## src/rtl/ttb_pkg.sv

```systemverilog
package ttb_pkg;

  localparam int unsigned NUM_CH   = 4;
  localparam int unsigned ADDR_W   = 5;
  localparam int unsigned SEL_W    = 2;

  localparam logic [ADDR_W-1:0] OFF_LOAD_BASE = 5'h00;
  localparam logic [ADDR_W-1:0] OFF_ENABLE    = 5'h0C;
  localparam logic [ADDR_W-1:0] OFF_CTRL_BASE = 5'h14;

  localparam int unsigned EN_GROUP_BIT = 4;

  // control byte without the flag, which lives in the channel
  typedef struct packed {
    logic [2:0]       spare;
    logic             show_load;
    logic [SEL_W-1:0] tick_sel;
    logic             irq_en;
  } ctrl_t;

  // count register placement: channels 1,2 below the enable byte, 3,4 above
  function automatic logic [ADDR_W-1:0] cnt_off(input int unsigned ch);
    if (ch < 2) return ADDR_W'(8 + 2 * ch);
    else        return ADDR_W'(12 + 2 * ch);
  endfunction

endpackage

```

## src/rtl/ttb_rst_sync.sv

```systemverilog
module ttb_rst_sync #(
  parameter int unsigned STAGES = 2
) (
  input  logic clk,
  input  logic rst_n,
  output logic rst_s_n
);

  logic [STAGES-1:0] sync_q;

  always_ff @(posedge clk or negedge rst_n) begin
    if (!rst_n) sync_q <= '0;
    else        sync_q <= {sync_q[STAGES-2:0], 1'b1};
  end

  assign rst_s_n = sync_q[STAGES-1];

endmodule

```

## src/rtl/ttb_channel.sv

```systemverilog
module ttb_channel #(
  parameter int unsigned CNT_W = 16
) (
  input  logic             clk,
  input  logic             rst_n,
  input  logic             run_en,
  input  logic             tick,
  input  logic             ld_wr_lo,
  input  logic             ld_wr_hi,
  input  logic [7:0]       wbyte,
  input  logic             flag_clr,
  output logic [CNT_W-1:0] load_q,
  output logic [CNT_W-1:0] cnt_q,
  output logic             flag_q
);

  localparam int unsigned HI_W = CNT_W - 8;

  logic [CNT_W-1:0] load_d;
  logic [CNT_W-1:0] cnt_d;
  logic             flag_d;
  logic             wrap;
  logic             step;

  assign step = run_en && tick;
  assign wrap = step && (cnt_q == '0);

  always_comb begin
    load_d = load_q;
    if (ld_wr_lo) load_d[7:0]       = wbyte;
    if (ld_wr_hi) load_d[CNT_W-1:8] = wbyte[HI_W-1:0];
  end

  always_comb begin
    cnt_d = cnt_q;
    if (!run_en && (ld_wr_lo || ld_wr_hi)) cnt_d = load_d;
    else if (wrap)                         cnt_d = load_q;
    else if (step)                         cnt_d = cnt_q - CNT_W'(1);
  end

  always_comb begin
    flag_d = flag_q;
    if (flag_clr) flag_d = 1'b0;
    if (wrap)     flag_d = 1'b1;
  end

  always_ff @(posedge clk or negedge rst_n) begin
    if (!rst_n) begin
      load_q <= '0;
      cnt_q  <= '0;
      flag_q <= 1'b0;
    end else begin
      load_q <= load_d;
      cnt_q  <= cnt_d;
      flag_q <= flag_d;
    end
  end

endmodule

```

## src/rtl/tick_timer_bank.sv

```systemverilog
module tick_timer_bank #(
  parameter int unsigned CNT_W       = 16,
  parameter int unsigned SYNC_STAGES = 2
) (
  input  logic       clk,
  input  logic       rst_n,
  input  logic [3:0] tick_i,
  input  logic       bus_rd,
  input  logic       bus_wr,
  input  logic [4:0] bus_addr,
  input  logic [7:0] bus_wdata,
  output logic [7:0] bus_rdata,
  output logic [3:0] irq_o
);
  import ttb_pkg::*;

  localparam int unsigned HI_W = CNT_W - 8;

  logic rst_s_n;

  logic [7:0]        en_q, en_d;
  ctrl_t             ctrl_q [NUM_CH];
  ctrl_t             ctrl_d [NUM_CH];
  logic [CNT_W-1:0]  hold_q [NUM_CH];
  logic [CNT_W-1:0]  hold_d [NUM_CH];
  logic [7:0]        rdata_q, rdata_d;

  logic [CNT_W-1:0]  load_w [NUM_CH];
  logic [CNT_W-1:0]  cnt_w  [NUM_CH];
  logic [NUM_CH-1:0] flag_w;
  logic [NUM_CH-1:0] run_en;
  logic [NUM_CH-1:0] tick_hit;
  logic [NUM_CH-1:0] ld_lo_wr, ld_hi_wr, ld_touch;
  logic [NUM_CH-1:0] ctrl_wr, flag_clr;
  logic [NUM_CH-1:0] cnt_lo_rd;
  logic [NUM_CH-1:0] irq_en;
  logic              group_mode;

  logic [NUM_CH*CNT_W-1:0] cnt_flat, load_flat, hold_flat;

  ttb_rst_sync #(.STAGES(SYNC_STAGES)) u_rst_sync (
    .clk    (clk),
    .rst_n  (rst_n),
    .rst_s_n(rst_s_n)
  );

  assign group_mode = en_q[EN_GROUP_BIT];

  for (genvar g = 0; g < NUM_CH; g++) begin : g_ch
    assign run_en[g]    = en_q[g];
    assign irq_en[g]    = ctrl_q[g].irq_en;
    assign tick_hit[g]  = tick_i[ctrl_q[g].tick_sel];
    assign ld_lo_wr[g]  = bus_wr && (bus_addr == OFF_LOAD_BASE + ADDR_W'(2 * g));
    assign ld_hi_wr[g]  = bus_wr && (bus_addr == OFF_LOAD_BASE + ADDR_W'(2 * g + 1));
    assign ld_touch[g]  = ld_lo_wr[g] || ld_hi_wr[g];
    assign ctrl_wr[g]   = bus_wr && (bus_addr == OFF_CTRL_BASE + ADDR_W'(g));
    assign flag_clr[g]  = ctrl_wr[g] && bus_wdata[7];
    assign cnt_lo_rd[g] = bus_rd && (bus_addr == cnt_off(g));

    ttb_channel #(.CNT_W(CNT_W)) u_chan (
      .clk     (clk),
      .rst_n   (rst_s_n),
      .run_en  (run_en[g]),
      .tick    (tick_hit[g]),
      .ld_wr_lo(ld_lo_wr[g]),
      .ld_wr_hi(ld_hi_wr[g]),
      .wbyte   (bus_wdata),
      .flag_clr(flag_clr[g]),
      .load_q  (load_w[g]),
      .cnt_q   (cnt_w[g]),
      .flag_q  (flag_w[g])
    );

    assign irq_o[g] = flag_w[g] && ctrl_q[g].irq_en;

    assign cnt_flat [g*CNT_W +: CNT_W] = cnt_w[g];
    assign load_flat[g*CNT_W +: CNT_W] = load_w[g];
    assign hold_flat[g*CNT_W +: CNT_W] = hold_q[g];
  end

  // shared enable and control registers
  always_comb begin
    en_d = en_q;
    if (bus_wr && (bus_addr == OFF_ENABLE)) en_d = bus_wdata;
    for (int i = 0; i < NUM_CH; i++) begin
      ctrl_d[i] = ctrl_q[i];
      if (ctrl_wr[i]) ctrl_d[i] = ctrl_t'(bus_wdata[6:0]);
    end
  end

  // capture of live counts into the holding registers
  always_comb begin
    for (int i = 0; i < NUM_CH; i++) begin
      hold_d[i] = hold_q[i];
      if (group_mode) begin
        if (cnt_lo_rd[0]) hold_d[i] = cnt_w[i];
      end else begin
        if (cnt_lo_rd[i]) hold_d[i] = cnt_w[i];
      end
    end
  end

  // read mux, registered one cycle after the strobe
  always_comb begin
    rdata_d = rdata_q;
    if (bus_rd) begin
      rdata_d = '0;
      if (bus_addr == OFF_ENABLE) rdata_d = en_q;
      for (int i = 0; i < NUM_CH; i++) begin
        if (bus_addr == OFF_LOAD_BASE + ADDR_W'(2 * i))
          rdata_d = load_w[i][7:0];
        if (bus_addr == OFF_LOAD_BASE + ADDR_W'(2 * i + 1))
          rdata_d = 8'(load_w[i][CNT_W-1:8]);
        if (bus_addr == OFF_CTRL_BASE + ADDR_W'(i))
          rdata_d = {flag_w[i], ctrl_q[i]};
        if (bus_addr == cnt_off(i))
          rdata_d = ctrl_q[i].show_load ? load_w[i][7:0] : hold_d[i][7:0];
        if (bus_addr == cnt_off(i) + ADDR_W'(1))
          rdata_d = ctrl_q[i].show_load ? 8'(load_w[i][CNT_W-1:8])
                                        : 8'(hold_q[i][CNT_W-1:8]);
      end
    end
  end

  always_ff @(posedge clk or negedge rst_s_n) begin
    if (!rst_s_n) begin
      en_q    <= '0;
      rdata_q <= '0;
      for (int i = 0; i < NUM_CH; i++) begin
        ctrl_q[i] <= '0;
        hold_q[i] <= '0;
      end
    end else begin
      en_q    <= en_d;
      rdata_q <= rdata_d;
      for (int i = 0; i < NUM_CH; i++) begin
        ctrl_q[i] <= ctrl_d[i];
        hold_q[i] <= hold_d[i];
      end
    end
  end

  assign bus_rdata = rdata_q;

endmodule

```

## config.mk

```make
export PLATFORM = sky130hd
export DESIGN_NAME = tick_timer_bank
export DESIGN_NICKNAME = d
export VERILOG_FILES = /design/src/rtl/ttb_pkg.sv /design/src/rtl/ttb_rst_sync.sv /design/src/rtl/ttb_channel.sv /design/src/rtl/tick_timer_bank.sv
export SDC_FILE = /design/constraint.sdc
export NUM_CORES = 1
export LEC_CHECK = 0
export BUFFER_PORTS_ARGS = -buffer_cell sky130_fd_sc_hd__buf_2
export CORE_MARGIN = 3
export CORE_UTILIZATION = 30
export CTS_BUF_LIST = sky130_fd_sc_hd__clkbuf_4 sky130_fd_sc_hd__clkbuf_8 sky130_fd_sc_hd__clkbuf_16
export DETAILED_ROUTE_END_ITERATION = 10
export GPL_TIMING_DRIVEN = 0
export PLACE_DENSITY = 0.44
export SYNTH_ARGS = -nofsm -noshare
export SYNTH_HDL_FRONTEND = slang
export SYNTH_SLANG_ARGS = --single-unit
```

## constraint.sdc

```tcl
create_clock -name clk -period 6.78 [get_ports clk]
set_input_delay 1.356 -clock clk [delete_from_list [all_inputs] [get_ports clk]]
set_output_delay 1.356 -clock clk [all_outputs]
set_load 0.005 [all_outputs]
```

==> reports/results.ini, run 1 <==
[worst_setup_path]
launching_point_of_the_worst_reg2reg_path=en_q[4]
critical_path.endpoint_type=flip-flop
path_class=in -> reg
critPathSlowestCell=nor3_2
worst-r2r-cell-count=7
worst_reg2reg_setup_slack_ns=3.93
crit_path_max_fanout=10
timing.rr.end=bus_rdata[6]
cp_cell_sequence=buf_2 -> clkbuf_1 -> nand2_1 -> nor3_2 -> mux2_2 -> a221o_1
crit_path_to=g_ch[3].u_chan.cnt_q[8]
critical-path-max-stage-delay_ns=0.95
arrival_ns=4.16
crit_path_start=bus_addr[0]
worst_setup_path_start_kind=input pin
worstPathRequired_ns=7.25

[yosys]
post-synth-top-area-fraction_pct=42.7
synth_seq_cells=242
synth_ff_type=dfrtp_1
synth_top_cell_by_area=dfrtp_1
seq_area_frac_synth_pct=42.7
synthMostInstantiatedCell=dfrtp_1
synth_cell_area_um2=14200
synthesis.instances=1402
yosys-top-cells-area=dfrtp_1 43%, mux2_2 13%, o21ai_0 4.4%
number_of_enable_type_register_cells_in_the_synthesized_netlist=0
synth_warnings=0
mappedNetlistNets=1427
post_synth_most_frequent_cells=242 x dfrtp_1, 167 x mux2_2, 124 x o21ai_0
postSynthAreaPerCell_um2=10.1
yosysUniqueCellTypes=93
share_of_flip_flops_with_an_asynchronous_set_or_reset_after_synthesis_pct=100

[power]
worst_ir_drop_vdd_uv=170
leakage_nw=6.81
power_per_cell_area_nw_per_um2=350

[timing]
final_min_period_over_clock_period_pct=54.5
final.setup.tns_ns=0
timing.clock.skew_ns=0.0222
report.final.hold_viol_count=0
max_slew_headroom_pct=20.9
period_needed_ns=3.69
clock.fmax_mhz=271
max_slew.worst_pin.slew_ns=1.19
fin_hold_ws_ns=0.255
setup_repair_after_global_routing_missed_its_margin=false
finalSetupViolCount=0
slew_violations=0

[grt]
global_route_wire_length_before_repair_mm=86.8
gr_overflow_total=0
grt_pass1_vias=12100
grt_start_max_net_pins=63
grtUsageTotal_pct=23.3
antenna_violations_before_repair=4

[placed_design]
finalWeightedCongestion=0.997
hpwl_mm=43.5
numPortBuffers=31

[clocking]
clk_path_buf_depth=3
clock_insertion_delay_worst_skew_ns=0.58
clkTransAtPathRegs_ns=0.06
cts-root-buf=clkbuf_16
postCtsHoldBufs=0
clock_tree_from_tritoncts=yes
cts.repair.resized=0
cts_sinks=242
cts.htree.levels=1
postCtsSetupBuffers=0
cts_buffers=30

[final_layout]
final_net_count=1494
syn2layout_area_growth_pct=14.4
multiInputGateArea_um2=7620
layout-drive-gt1-share_pct=24.5
regArea_um2=6060
antenna_cells_inserted=0
fillers=4853

[die]
fp.coreArea_um2=46700
die_area_um2=49900
die-width_um=223
vertical_die_dimension_um=223
rows=79
starting_density_of_the_core_pct=30.4
pin_count=33

[routing]
antenna_viol_nets_final=0
route.final.wire_length_mm=58.6
detailedRoute.firstPassIterationCount=5
drcViolationCount=0
number_of_drc_markers_in_iteration_0=1105
routed_wire_length_per_instance_um=27.9
detailroute.via_count=12100
avgViaCountPerCell=5.75

[worst_hold_path]
holdCritPathClass=reg -> async

[flow_run]
max_cap_violations=0

[status]
status=complete, no violations

[worst min-delay path by stage]
stage,from,to,slack (ns),cells after the start
floorplan,u_rst_sync.sync_q[0],u_rst_sync.sync_q[1],0.33,0
global placement,u_rst_sync.sync_q[0],u_rst_sync.sync_q[1],0.34,0
detailed placement,u_rst_sync.sync_q[1],en_q[2],0.27,0
CTS,u_rst_sync.sync_q[1],en_q[4],0.27,0
global route,u_rst_sync.sync_q[1],en_q[4],0.29,0
finish,u_rst_sync.sync_q[1],en_q[4],0.26,0
[stage by stage]
step	total power, mW	area, µm²	utilization (%)	setup slack (ns)	std cells
after floorplan	3.38	14200	-	2.81	1402
after global placement	4.01	15100	32.4	0.892	2040
after detailed placement	4.03	15200	32.6	2.60	2044
after CTS	5.71	16200	34.8	3.19	2099
after global routing	6.03	16200	34.8	3.06	2099
final	5.69	16200	34.8	3.09	2099
[critical path, delay by kind of cell]
family | cells | cell delay [ns]
compound gates | 1 | 0.32
buf+inv | 2 | 0.61
mux | 1 | 0.45
simple gates | 2 | 1.42
[area by class of cell]
type                            count  share of cell area, %
Multi-Input combinational cell   1048                   46.9
Sequential cell                   242                   37.3
Clock buffer                       50                   5.81
Tap cell                          607                   4.68
Buffer                             87                   2.61
Timing Repair Buffer               35                   1.63
Inverter                           25                  0.578
Clock inverter                      5                  0.478
[cells by family after synthesis]
| group | share of synthesized area (%) |
|---|---|
| AND/OR/NAND/NOR | 16.8 |
| flip-flops | 42.7 |
| buffers and inverters | 3.65 |
| adder cells (fa/ha/maj) | 0.353 |
| multiplexers | 16.6 |
| AO/OA/AOI/OAI | 17.6 |
| XOR/XNOR | 2.27 |
| other | 0.0264 |
[cell usage in the layout (no fill, tap or decap), types with 17 or more instances in the layout]
| master | instances |
|---|---|
| o21ai_0 | 124 |
| nand2_1 | 111 |
| nand2b_1 | 18 |
| a22oi_1 | 31 |
| nor3_1 | 32 |
| inv_1 | 25 |
| nor2_1 | 76 |
| xnor2_1 | 17 |
| mux2_2 | 167 |
| buf_2 | 61 |
| clkbuf_1 | 47 |
| dfrtp_1 | 241 |
| o211ai_1 | 17 |
| clkbuf_16 | 31 |
| mux2i_1 | 33 |
| a221o_1 | 24 |
| nand3_1 | 42 |
| a21oi_1 | 43 |
| xor2_1 | 18 |
[state kept, by name (all words and copies together), names as in the netlist]
register	count
u_rst_sync.sync_q	2
g_ch.u_chan.load_q	64
g_ch.u_chan.flag_q	4
ctrl_q	28
bus_rdata	8
en_q	8
g_ch.u_chan.cnt_q	64
hold_flat	64
[metal layers]
metal | routed length, µm | part of all wire (%) | global-route usage [%]
met4 | 1560 | 2.7 | 6.13
met2 | 26000 | 44 | 35.7
met1 | 28100 | 48 | 35.0
met3 | 2970 | 5.1 | 2.49
met5 | 0 | 0 | 0
[power by group]
group          internal (mW)  total, mW  switching, mW  leakage, nW
combinational          0.743       1.67          0.931         3.14
sequential              1.83       2.36          0.526         3.15
clock                   1.02       1.66          0.642        0.516
No activity file was read; power rests on OpenSTA's default activity.
==> run 2, diff against run 1 <==
--- a/config.mk
+++ b/config.mk
@@ -11,7 +11,7 @@
 export CTS_BUF_LIST = sky130_fd_sc_hd__clkbuf_4 sky130_fd_sc_hd__clkbuf_8 sky130_fd_sc_hd__clkbuf_16
 export DETAILED_ROUTE_END_ITERATION = 10
 export GPL_TIMING_DRIVEN = 0
-export PLACE_DENSITY = 0.44
+export PLACE_DENSITY = 0.42
 export SYNTH_ARGS = -nofsm -noshare
 export SYNTH_HDL_FRONTEND = slang
 export SYNTH_SLANG_ARGS = --single-unit
==> constraint.sdc (replaced) <==
create_clock -name clk -period 3.6 [get_ports clk]
set_input_delay 0.72 -clock clk [delete_from_list [all_inputs] [get_ports clk]]
set_output_delay 0.72 -clock clk [all_outputs]
set_load 0.005 [all_outputs]
==> run 2 against run 1 <==
Effect of this change: clock power rose by 87%; utilization fell by 0.062 points; worst setup slack got worse by 2.6 ns; clock skew fell by 0.0085 ns; wire length rose by 0.54%; count of clock-buffer cells in the layout fell by 4; via count fell by 0.55%; hold slack improved by 0.10 ns; first-iteration DRC count fell by 7.5%; sequential power rose by 89%; power rose by 88%.
==> reports/results.ini, run 2 (synthesized netlist as in run 1, its figures left out) <==
[status]
status=complete, no violations

[worst_setup_path]
arrival_ns=3.56  ; -0.60 ns
cp_cell_sequence=buf_2 -> clkbuf_1 -> nand2_1 -> nor3_2 -> mux2_2 -> a221o_1
critPathTopFamily=simple AND/OR/NAND/NOR gates
critical-path-max-stage-delay_ns=1.03  ; +0.08 ns
critPathSlowestCell=nor3_2
critical_path.endpoint_type=flip-flop
worstPathRequired_ns=4.05  ; -3.20 ns
worst_setup_path_start_kind=input pin
launching_point_of_the_worst_reg2reg_path=en_q[4]
timing.rr.end=bus_rdata[6]
worst_reg2reg_setup_slack_ns=0.72  ; -3.21 ns
path_class=in -> reg
crit_path_max_fanout=10  ; unchanged
worst-r2r-cell-count=7  ; unchanged
cp_buf_inv_count=2  ; unchanged

[grt]
grt_pass1_vias=11900  ; -1.5%
gr_overflow_total=0  ; unchanged
global_route_wire_length_before_repair_mm=86.0  ; -0.97%
antenna_violations_before_repair=3  ; -1
grtUsageTotal_pct=23.3  ; -0.059 points
grt_start_max_net_pins=65  ; +3.2%

[routing]
maxUsedRoutingLayer=met4
routed-wl-met3_mm=3.65  ; +23%
antenna_viol_nets_final=0  ; unchanged
route.final.wire_length_mm=58.9  ; +0.54%
avgViaCountPerCell=5.72  ; -0.40%
routed_wire_length_per_instance_um=28.1  ; +0.69%
detailroute.via_count=12000  ; -0.55%
route.layer.met1.wl_mm=27.7  ; -1.3%
detailedRoute.firstPassIterationCount=6  ; +1
number_of_drc_markers_in_iteration_0=1022  ; -7.5%
drcViolationCount=0  ; unchanged
wl_met2_mm=25.1  ; -3.6%

[clocking]
postCtsHoldBufs=1  ; +1
clock_insertion_delay_worst_skew_ns=0.58  ; about the same
cts.repair.resized=0  ; unchanged
cts-root-buf=clkbuf_16
cts_sinks=242  ; unchanged
clkTransAtPathRegs_ns=0.06  ; about the same
cts.htree.levels=1  ; unchanged
clk_path_buf_depth=3  ; unchanged
clock_tree_from_tritoncts=yes
postCtsSetupBuffers=0  ; unchanged
cts_buffers=30  ; unchanged

[power]
leakage_nw=6.79  ; -0.34%
power_per_cell_area_nw_per_um2=661  ; +89%
worst_ir_drop_vdd_uv=308  ; +82%
total_power_mw=10.7  ; +88%

[final_layout]
most_frequent_cells_in_the_layout=241 x dfrtp_1, 167 x mux2_2, 124 x o21ai_0
final_net_count=1494  ; unchanged
mostFrequentLayoutCell=dfrtp_1
final_core_utilization_pct=34.7  ; -0.062 points
syn2layout_area_growth_pct=14.2
fillers=4808  ; -0.93%
design_area_um2=16200  ; -0.18%
layout-drive-gt1-share_pct=24.1  ; -0.32 points

[timing]
setup_repair_after_global_routing_missed_its_margin=false
timing.clock.skew_ns=0.0137  ; -0.00846 ns
setup_ws_ns=0.491  ; -2.59 ns
report.final.hold_viol_count=0  ; unchanged
final.setup.tns_ns=0  ; unchanged
max_slew.worst_pin.slew_ns=1.24  ; +0.0488 ns
slew_violations=0  ; unchanged
clock.fmax_mhz=322
period_needed_ns=3.11
max_slew_headroom_pct=17.6  ; -3.3 points
final_min_period_over_clock_period_pct=86.3
finalSetupViolCount=0  ; unchanged

[worst_hold_path]
worstHoldEndpoint=u_rst_sync.sync_q[1]
holdCritPathClass=reg -> reg
hp-start=u_rst_sync.sync_q[0]
hold_depth=0

[die]
pin_count=33  ; unchanged
fp.coreArea_um2=46700  ; unchanged
rows=79  ; unchanged
die_area_um2=49900  ; unchanged
die-width_um=223  ; unchanged
vertical_die_dimension_um=223  ; unchanged
starting_density_of_the_core_pct=30.4  ; unchanged

[placed_design]
placement_stage_worst_setup_slack_ns=-0.0653  ; -2.66 ns
dpl_cell_area_um2=15200  ; -0.18%
hpwl_mm=43.5  ; about the same
finalWeightedCongestion=0.999  ; +0.16%
numPortBuffers=31  ; unchanged

[flow_run]
max_cap_violations=0  ; unchanged

[run 2: power by group]
group / leakage [nW] / internal, mW / switching, mW / total [mW]
sequential: 3.15 / 3.45 / 1.01 / 4.45
combinational: 3.13 / 1.40 / 1.76 / 3.16
clock: 0.502 / 1.87 / 1.23 / 3.10
total: 6.79 / 6.72 / 3.99 / 10.7
[run 2: worst register-to-register path: stages (launching register included)]
cell	delay [ns]
dfrtp_1	0.50
and4bb_2	0.29
o21ai_2	0.61
buf_2	0.43
mux2_1	0.40
a21oi_1	0.17
o21ai_0	0.14
o21a_1	0.22
[run 2: layout make-up]
class,instances,area [µm²],share of cell area [%]
antenna,2,5.00,0.0309
buffer,87,424,2.62
clock buffer,46,957,5.90
clock inverter,4,47.5,0.293
inverter,25,93.8,0.579
multi-input combinational,1048,7620,47.0
sequential,242,6060,37.4
tap,607,759,4.69
timing repair buffer,35,248,1.53
[run 2: worst max path at each step]
| stage | startpoint | endpoint | cells past startpoint | slack [ns] |
|---|---|---|---|---|
| after floorplan | bus_addr[1] | bus_rdata[6] | 8 | 1.07 |
| after global placement | bus_addr[0] | g_ch[3].u_chan.cnt_q[8] | 6 | -0.01 |
| after detailed placement | bus_addr[0] | g_ch[3].u_chan.cnt_q[8] | 6 | -0.07 |
| after CTS | bus_addr[0] | g_ch[3].u_chan.cnt_q[8] | 6 | 0.53 |
| after global routing | bus_addr[0] | g_ch[3].u_chan.cnt_q[8] | 6 | 0.47 |
| final | bus_addr[0] | g_ch[3].u_chan.cnt_q[8] | 6 | 0.49 |
[run 2: through the flow]
step                hold slack, ns  cells
floorplan                    0.331   1402
global placement             0.338   2040
detailed placement           0.344   2043
CTS                          0.358   2094
global route                 0.361   2094
finish                       0.356   2096
[run 2: per-layer routing]
metal | global-route usage [%] | up-vias
met2 | 34.3 | 398
li1 | - | 5389
met5 | 0 | -
met1 | 33.8 | 6101
met3 | 4.58 | 109
met4 | 8.40 | 0
==> run 3, diff against run 2 <==
--- a/config.mk
+++ b/config.mk
@@ -10,7 +10,6 @@
 export CORE_UTILIZATION = 30
 export CTS_BUF_LIST = sky130_fd_sc_hd__clkbuf_4 sky130_fd_sc_hd__clkbuf_8 sky130_fd_sc_hd__clkbuf_16
 export DETAILED_ROUTE_END_ITERATION = 10
-export GPL_TIMING_DRIVEN = 0
 export PLACE_DENSITY = 0.42
 export SYNTH_ARGS = -nofsm -noshare
 export SYNTH_HDL_FRONTEND = slang
==> constraint.sdc (replaced) <==
create_clock -name clk -period 3.6 [get_ports clk]
set_input_delay 0.36 -clock clk [delete_from_list [all_inputs] [get_ports clk]]
set_output_delay 0.36 -clock clk [all_outputs]
set_load 0.005 [all_outputs]
==> run 3 against run 2 <==
Effect of this change: global-route usage down 1.5 points; hold slack worse by 0.26 ns; largest cell class unchanged; first-iteration DRC count up 3.1%; critical endpoint is now g_ch[0].u_chan.cnt_q[9]; clock power down 2%.
==> reports/results.ini, run 3 (synthesized netlist as in run 1, its figures left out) <==
[grt]
gr_overflow_total=0  ; unchanged
grt_start_max_net_pins=68  ; +4.6%
grt_pass1_vias=11700  ; -1.8%
antenna_violations_before_repair=4  ; +1
global_route_wire_length_before_repair_mm=82.0  ; -4.6%
grtUsageTotal_pct=21.8  ; -1.5 points

[timing]
report.final.hold_viol_count=0  ; unchanged
final_min_period_over_clock_period_pct=76.0  ; -10 points
max_slew.worst_pin.slew_ns=0.979  ; -0.257 ns
fin_hold_ws_ns=0.0995  ; -0.256 ns
setup_ws_ns=0.864  ; +0.372 ns
max_slew_headroom_pct=34.8  ; +17 points
timing.clock.skew_ns=0.00932  ; -0.00442 ns
final.setup.tns_ns=0  ; unchanged
slew_violations=0  ; unchanged
finalSetupViolCount=0  ; unchanged
period_needed_ns=2.74  ; -0.372 ns
setup_repair_after_global_routing_missed_its_margin=false
clock.fmax_mhz=365  ; +14%

[placed_design]
placement_stage_worst_setup_slack_ns=0.687  ; +0.753 ns
hpwl_mm=39.7  ; -8.7%
dp.cells=2003  ; -2.0%
dpl_cell_area_um2=15100  ; -0.55%
finalWeightedCongestion=0.952  ; -4.7%
numPortBuffers=32  ; +3.2%

[die]
starting_density_of_the_core_pct=30.4  ; unchanged
die_area_um2=49900  ; unchanged
die-width_um=223  ; unchanged
pin_count=33  ; unchanged
vertical_die_dimension_um=223  ; unchanged
fp.coreArea_um2=46700  ; unchanged
rows=79  ; unchanged

[power]
total_power_mw=10.6  ; -0.95%
leakage_nw=6.80  ; +0.19%
power_per_cell_area_nw_per_um2=658  ; -0.35%
worst_ir_drop_vdd_uv=327  ; +6.2%

[worst_setup_path]
critPathSlowestCell=or4_1
critical_path.endpoint_type=flip-flop
cp_buf_inv_count=0  ; -2
arrival_ns=3.19  ; -0.37 ns
critPathTopFamily=simple AND/OR/NAND/NOR gates
worstPathRequired_ns=4.05  ; about the same
path_class=reg -> reg
crit_path_max_fanout=16  ; +6
cp_cell_sequence=nor4_4 -> nand3b_2 -> or4_1 -> nor2_2 -> a211oi_2 -> a221o_1
worst_setup_path_start_kind=flip-flop
critical-path-max-stage-delay_ns=0.91  ; -0.12 ns

[routing]
antenna_viol_nets_final=0  ; unchanged
avgViaCountPerCell=5.71  ; -0.19%
detailedRoute.firstPassIterationCount=5  ; -1
drcViolationCount=0  ; unchanged
number_of_drc_markers_in_iteration_0=1054  ; +3.1%
route.final.wire_length_mm=55.2  ; -6.4%
detailroute.via_count=11800  ; -1.9%
routed_wire_length_per_instance_um=26.8  ; -4.8%

[clocking]
cts_buffers=30  ; unchanged
clock_tree_from_tritoncts=yes
cts_sinks=242  ; unchanged
clk_path_buf_depth=3  ; unchanged
cts.repair.resized=0  ; unchanged
cts-root-buf=clkbuf_16
cts.htree.levels=1  ; unchanged
clock_insertion_delay_worst_skew_ns=0.58  ; about the same
clkTransAtPathRegs_ns=0.06  ; about the same

[flow_run]
max_cap_violations=0  ; unchanged

[final_layout]
layout-drive-gt1-share_pct=25.6  ; +1.5 points
final-instance-count-excl-fill=2060  ; -1.7%
design_area_um2=16100  ; -0.60%
mostFrequentLayoutCell=dfrtp_1
most_frequent_cells_in_the_layout=241 x dfrtp_1, 167 x mux2_2, 124 x o21ai_0
syn2layout_area_growth_pct=13.6
final_net_count=1454  ; -2.7%
fillers=4866  ; +1.2%
final_core_utilization_pct=34.5  ; -0.21 points

[worst_hold_path]
holdCritPathClass=in -> async

[status]
status=complete, no violations

run 3: changes by cell type in the layout (fill, tap and decap cells not counted), moves of 3 or more:
cell and change:
buf_12 +4, buf_16 -3, buf_2 -29, buf_4 +42, buf_6 -5, clkbuf_1 -47, clkbuf_4 +5, clkbuf_8 -6
clkinv_2 +5
run 3: final cells by class:
class,count,area (µm²),share of cell area (%)
clock buffers,45,912,5.66
diodes,1,2.50,0.0155
flip-flops and latches,242,6060,37.6
repair buffers,82,588,3.65
inverters,25,93.8,0.582
multi-input cells,1048,7620,47.3
clock inverters,10,81.3,0.505
well taps,607,759,4.71
run 3: report_power, final:
group          switching (mW)  leakage, nW  internal (mW)
clock                    1.23        0.505           1.81
sequential               1.08         3.15           3.45
combinational            1.64         3.14           1.40
total                    3.95         6.80           6.66
run 3: final timing paths:
kind,start,to,slack (ns),cells past startpoint
max in group asynchronous,u_rst_sync.sync_q[1],hold_flat[28],2.26,1
setup / recovery,g_ch[0].u_chan.cnt_q[3],g_ch[0].u_chan.cnt_q[9],0.86,6
hold / removal,rst_n,u_rst_sync.sync_q[1],0.1,2
setup reg to reg,g_ch[0].u_chan.cnt_q[3],g_ch[0].u_chan.cnt_q[9],0.86,6
hold reg to reg,u_rst_sync.sync_q[0],u_rst_sync.sync_q[1],0.35,0
min in group clk,bus_wdata[7],en_q[7],0.22,2
run 3: routing by layer:
| metal | wire [µm] | track usage (%) |
|---|---|---|
| met2 | 24600 | 34.1 |
| met1 | 26900 | 32.5 |
| met5 | 13 | 0 |
| met3 | 2700 | 2.74 |
| met4 | 967 | 3.94 |
run 3: timing repair:
action / in CTS / in global routing
endpoints found under the hold margin: 2 / 0
setup endpoints to repair: 0 / 0
hold buffers: 1 / 0
setup buffers: 0 / 0
